### config.mk
export PLATFORM = sky130hd
export DESIGN_NAME = chg_irq_collector
export DESIGN_NICKNAME = d
export VERILOG_FILES = /design/src/rtl/chg_irq_pkg.sv /design/src/rtl/chg_irq_regs.sv /design/src/rtl/chg_irq_detect.sv /design/src/rtl/chg_irq_latch.sv /design/src/rtl/chg_irq_collector.sv
export SDC_FILE = /design/constraint.sdc
export NUM_CORES = 1
export LEC_CHECK = 0
export ABC_AREA = 1
export BUFFER_PORTS_ARGS = -buffer_cell sky130_fd_sc_hd__buf_2
export CAP_MARGIN = 20
export CORE_ASPECT_RATIO = 1.4
export CORE_UTILIZATION = 39
export CTS_CLUSTER_SIZE = 10
export DETAILED_ROUTE_END_ITERATION = 10
export PLACE_DENSITY = 0.59
export SYNTH_ARGS = -nofsm -noshare
export SYNTH_HDL_FRONTEND = slang
export SYNTH_SLANG_ARGS = --single-unit
export TNS_END_PERCENT = 30
### constraint.sdc
create_clock -name clk -period 2.05 [get_ports clk]
set_input_delay 0.1025 -clock clk [delete_from_list [all_inputs] [get_ports clk]]
set_output_delay 0.1025 -clock clk [all_outputs]
set_load 0.01 [all_outputs]
### src/rtl/chg_irq_pkg.sv
package chg_irq_pkg;

    // Register selector carried on reg_addr_i
    typedef enum logic [1:0] {
        REG_PEND   = 2'd0,
        REG_ENABLE = 2'd1,
        REG_BITCLR = 2'd2,
        REG_CTRL   = 2'd3
    } reg_sel_e;

    localparam int SEL_W        = 2;
    localparam int CTRL_ALL_BIT = 0;

    // Decoded write strobes for one cycle
    typedef struct packed {
        logic en_wr;
        logic bit_clr;
        logic all_clr;
    } wr_strobe_t;

    function automatic wr_strobe_t decode_write(logic wr, logic [SEL_W-1:0] addr,
                                                logic ctrl_bit);
        wr_strobe_t s;
        s.en_wr   = wr && (reg_sel_e'(addr) == REG_ENABLE);
        s.bit_clr = wr && (reg_sel_e'(addr) == REG_BITCLR);
        s.all_clr = wr && (reg_sel_e'(addr) == REG_CTRL) && ctrl_bit;
        return s;
    endfunction

endpackage

### src/rtl/chg_irq_regs.sv
module chg_irq_regs
    import chg_irq_pkg::*;
#(
    parameter int N_SRC = 16
) (
    input  logic             clk,
    input  logic             rst,
    input  logic             reg_wr_i,
    input  logic [SEL_W-1:0] reg_addr_i,
    input  logic [N_SRC-1:0] reg_wdata_i,
    input  logic             hw_clr_i,
    input  logic [N_SRC-1:0] pend_q,
    output logic [N_SRC-1:0] en_q,
    output logic [N_SRC-1:0] en_d,
    output logic [N_SRC-1:0] clr_bits,
    output logic             clr_all,
    output logic [N_SRC-1:0] reg_rdata_o
);
    wr_strobe_t st;

    always_comb begin
        st       = decode_write(reg_wr_i, reg_addr_i, reg_wdata_i[CTRL_ALL_BIT]);
        en_d     = st.en_wr ? reg_wdata_i : en_q;
        clr_bits = st.bit_clr ? reg_wdata_i : '0;
        clr_all  = st.all_clr || hw_clr_i;
    end

    always_ff @(posedge clk) begin
        if (rst) en_q <= '0;
        else     en_q <= en_d;
    end

    // Self-clearing registers hold no storage and read as zero
    always_comb begin
        unique case (reg_sel_e'(reg_addr_i))
            REG_PEND:   reg_rdata_o = pend_q;
            REG_ENABLE: reg_rdata_o = en_q;
            default:    reg_rdata_o = '0;
        endcase
    end


    selfclr_read_zero_chk: assert property (@(posedge clk) disable iff (rst)
        (reg_addr_i == REG_BITCLR || reg_addr_i == REG_CTRL) |-> reg_rdata_o == '0);


    enable_hold_chk: assert property (@(posedge clk) disable iff (rst)
        (reg_wr_i && reg_addr_i == REG_ENABLE) |=> en_q == $past(reg_wdata_i));

endmodule

### src/rtl/chg_irq_detect.sv
module chg_irq_detect #(
    parameter int N_SRC = 16
) (
    input  logic             clk,
    input  logic             rst,
    input  logic [N_SRC-1:0] cond_i,
    input  logic [N_SRC-1:0] en_q,
    output logic [N_SRC-1:0] evt
);
    logic [N_SRC-1:0] samp_q;

    for (genvar i = 0; i < N_SRC; i++) begin : g_bit
        // Baseline is refreshed every cycle, also in reset, so after enabling
        // or clearing it always equals the present level.
        always_ff @(posedge clk) begin
            samp_q[i] <= cond_i[i];
        end
        assign evt[i] = en_q[i] & (cond_i[i] ^ samp_q[i]);
    end


    steady_no_event_chk: assert property (@(posedge clk) disable iff (rst)
        (cond_i == $past(cond_i)) |-> evt == '0);

endmodule

### src/rtl/chg_irq_latch.sv
module chg_irq_latch #(
    parameter int N_SRC = 16
) (
    input  logic             clk,
    input  logic             rst,
    input  logic [N_SRC-1:0] evt,
    input  logic [N_SRC-1:0] en_q,
    input  logic [N_SRC-1:0] en_d,
    input  logic [N_SRC-1:0] clr_bits,
    input  logic             clr_all,
    output logic [N_SRC-1:0] pend_q,
    output logic             irq_o
);
    logic [N_SRC-1:0] clr_mask;
    logic [N_SRC-1:0] pend_d;

    always_comb begin
        clr_mask = clr_all ? '1 : clr_bits;
        // Event is OR-ed after the clear so it wins a collision
        pend_d   = ((pend_q & ~clr_mask) | evt) & en_d;
    end

    always_ff @(posedge clk) begin
        if (rst) begin
            pend_q <= '0;
            irq_o  <= 1'b0;
        end else begin
            pend_q <= pend_d;
            irq_o  <= |pend_q;
        end
    end


    event_beats_clear_chk: assert property (@(posedge clk) disable iff (rst)
        ((evt & en_d) != '0) |=> (pend_q & $past(evt & en_d)) == $past(evt & en_d));


    global_clear_chk: assert property (@(posedge clk) disable iff (rst)
        clr_all |=> (pend_q & ~$past(evt)) == '0);


    irq_high_chk: assert property (@(posedge clk) disable iff (rst)
        (pend_q != '0) |=> irq_o);


    irq_low_chk: assert property (@(posedge clk) disable iff (rst)
        (pend_q == '0) |=> !irq_o);


    disabled_quiet_chk: assert property (@(posedge clk) disable iff (rst)
        (pend_q & ~en_q) == '0);

endmodule

### src/rtl/chg_irq_collector.sv
module chg_irq_collector
    import chg_irq_pkg::*;
#(
    parameter int N_SRC = 16
) (
    input  logic             clk,
    input  logic             rst,
    input  logic [N_SRC-1:0] cond_i,
    input  logic             hw_clr_i,
    input  logic             reg_wr_i,
    input  logic [1:0]       reg_addr_i,
    input  logic [N_SRC-1:0] reg_wdata_i,
    output logic [N_SRC-1:0] reg_rdata_o,
    output logic             irq_o
);
    logic [N_SRC-1:0] en_q, en_d, clr_bits, evt, pend_q;
    logic             clr_all;

    chg_irq_regs #(.N_SRC(N_SRC)) u_regs (
        .clk        (clk),
        .rst        (rst),
        .reg_wr_i   (reg_wr_i),
        .reg_addr_i (reg_addr_i),
        .reg_wdata_i(reg_wdata_i),
        .hw_clr_i   (hw_clr_i),
        .pend_q     (pend_q),
        .en_q       (en_q),
        .en_d       (en_d),
        .clr_bits   (clr_bits),
        .clr_all    (clr_all),
        .reg_rdata_o(reg_rdata_o)
    );

    chg_irq_detect #(.N_SRC(N_SRC)) u_detect (
        .clk   (clk),
        .rst   (rst),
        .cond_i(cond_i),
        .en_q  (en_q),
        .evt   (evt)
    );

    chg_irq_latch #(.N_SRC(N_SRC)) u_latch (
        .clk     (clk),
        .rst     (rst),
        .evt     (evt),
        .en_q    (en_q),
        .en_d    (en_d),
        .clr_bits(clr_bits),
        .clr_all (clr_all),
        .pend_q  (pend_q),
        .irq_o   (irq_o)
    );


    hw_clear_chk: assert property (@(posedge clk) disable iff (rst)
        hw_clr_i |=> (reg_addr_i != 2'd0) || ((reg_rdata_o & ~$past(evt)) == '0));

endmodule

==> metrics <==
status completed; sequential power share 56.8%; Detail Route Antenna Nets 0; CTS Root Cell clkbuf_8; Die Height 87.1 um; WS Path Type input port to primary output; register bit count reported by yosys 49; share of post-route cells with drive strength above 1 18.6%; dpl cells slightly below 400; post-cts sizing count 0; pwr/cell area 678 nW/um2; RSZ-0062 raised after global routing false; worst skew pair latency 0.29 ns; initial antenna violation count 0; Leak 0.00126 uW; Crit path arrival time roughly 1.2 ns; Setup crit start kind input port; number of buffers created by CTS 5; syn_area_per_cell 7.11 um2; commonest non-fill, non-tap cell in the layout buf_2; Layout area overhead 28.6%; num rows 30; die width ~63 um; max_cap viols 0; Gate power share roughly an eighth; IO Pins 55; Via-to-Cell Ratio 4.75; Pre-antenna DRT Iters 4; pre-CTS WS 0.755 ns; Finish-stage setup viols 0; Hold Path Class input port to flop; first-pass GRT wire length ~8 mm; Core Area between 4000 and 5000 um2; H-tree depth 2; CTS Buffer Depth 2; crit-path cells buf_2, inv_1, nand2_1, o22ai_1, buf_2; Worst Path Max Fanout 16; Sw Share between 20% and 30%; Fillers 526; postcts setup bufs 0; CP required between 1.5 and 2 ns; post-detail-place hpwl 3.36 mm; area of the die 5470 um2; Util after Layout between 50 and 60%; post-synth net total around 320; non-filler cells, final ~420; most frequent cells in the layout buf_2, nand2_1, inv_1, dfxtp_1, nor2_1; DRT iter0 DRCs 124; minimum clock period 1.33 ns; Syn Inst Count about 280; clock network fraction of total power 31.4%; Max Transition Viols Final 0; DR WL/cell 11.3 um; post-synthesis sequential area ratio 48.6%; count of different cell masters after synthesis 16; final worst path period share roughly 65%; clock tree sinks 49; vias post-DR 1,990; maximum vdd drop around 0.00047 V; Final nets 393; Crit. End Element primary output; ant diodes 0; Final Hold Viols 0; Netlist Area Pre-Place 2020 um2; CTS tree done; Slowest cell on crit path nand2_1; CTS hold repair buffers 16; aggregate routed wire length 4.75 mm; Slew HR 58.2%; drt drc 0; Synthesis Warnings 0; max frequency 751 MHz; setup TNS 0 ns; Clock Pin Slew Worst Setup and Hold Paths 0.08 ns; Starting Density 41.1%; Sw Pwr a little over 400 uW; routability cong. 0.718; Worst Tran Pin Value roughly 0.63 ns; hold_ws around 0.12 ns; total congestion overflow 0; pin count of the biggest net entering global routing 19; most frequent CP cell buf_2; GRT Util Overall 19.0%; Internal 1350 uW; worst setup margin 0.719 ns; port bufs 54; clock skew 0.00476 ns; vias in the first global route roughly 1,900; Critical Path Max Stage Delay approximately 0.38 ns
[critical path, delay by kind of cell]
kind	cells	cell delay (ns)
AOI/OAI and AO/OA	1	0.36
buffers and inverters	3	0.38
and+or+nand+nor	1	0.38
[synthesized netlist by cell type]
cell type  count  share of area [%]
o21ai_0       16                4.0
and2_1         1               0.31
nand3_2        1               0.50
a21oi_1       31                7.7
buf_2          4               0.99
nand2_1       52                9.7
nand3_1       16                4.0
o22ai_1       16                5.0
nand4_1        4                1.2
inv_1         50                9.3
buf_4          1               0.37
dfxtp_1       49                 49
nor2_2         2               0.62
clkbuf_1       4               0.74
xnor2_1        1               0.43
nor2_1        36                6.7
[layer usage]
layer / up-vias / GRT usage, % / part of all wire (%)
met3: 4 / 4.19 / 4.4
li1: 1047 / - / -
met4: 0 / 6.77 / 1.1
met1: 893 / 20.9 / 43
met2: 46 / 35.4 / 51
met5: - / 0 / 0
[state kept, by name, summed over array words and instances (netlist names)]
signal           cells
u_detect.samp_q     16
u_latch.irq_o        1
u_latch.pend_q      16
u_regs.en_q         16
[cell families (layout without fill, tap and decap cells)]
group / after synthesis / count (layout) / share of synthesized area (%)
AO/OA/AOI/OAI: 63 / 63 / 16.6
XOR/XNOR: 1 / 1 / 0.434
buffers and inverters: 59 / 130 / 11.4
flip-flops: 49 / 49 / 48.6
AND/OR/NAND/NOR: 112 / 112 / 23.0
[final cells by class]
cell class	instances	area (um2)	share of cell area [%]
Sequential cell	49	981	37.8
Tap cell	64	80.1	3.08
Timing Repair Buffer	73	453	17.4
Clock buffer	7	86.3	3.33
Inverter	50	188	7.23
Multi-Input combinational cell	176	808	31.1
[worst paths after layout]
path	start	end	slack (ns)	cells after the start
worst max-delay path	reg_addr_i[1]	reg_rdata_o[9]	0.72	5
worst min-delay path	reg_wdata_i[15]	u_latch.pend_q[15]$_SDFF_PP0_	0.12	4
worst max register to register	u_latch.pend_q[10]$_SDFF_PP0_	u_latch.irq_o$_SDFF_PP0_	1.19	4
worst min register to register	u_latch.pend_q[15]$_SDFF_PP0_	u_latch.pend_q[15]$_SDFF_PP0_	0.48	2
[power groups by stage]
stage	sequential, uW	clock, uW	combinational, uW
after floorplan	1020	0	105
after global placement	1020	0	184
after detailed placement	1020	0	186
after CTS	1000	582	210
after global routing	1000	616	240
final	1000	552	209
[through the flow]
stage | area, um2 | total power [uW]
2_1_floorplan | 2020 | 1120
3_3_place_gp | 2350 | 1210
3_5_place_dp | 2350 | 1210
4_1_cts | 2600 | 1790
5_1_grt | 2600 | 1860
6_report | 2600 | 1760
No activity file was read; power rests on OpenSTA's default activity.
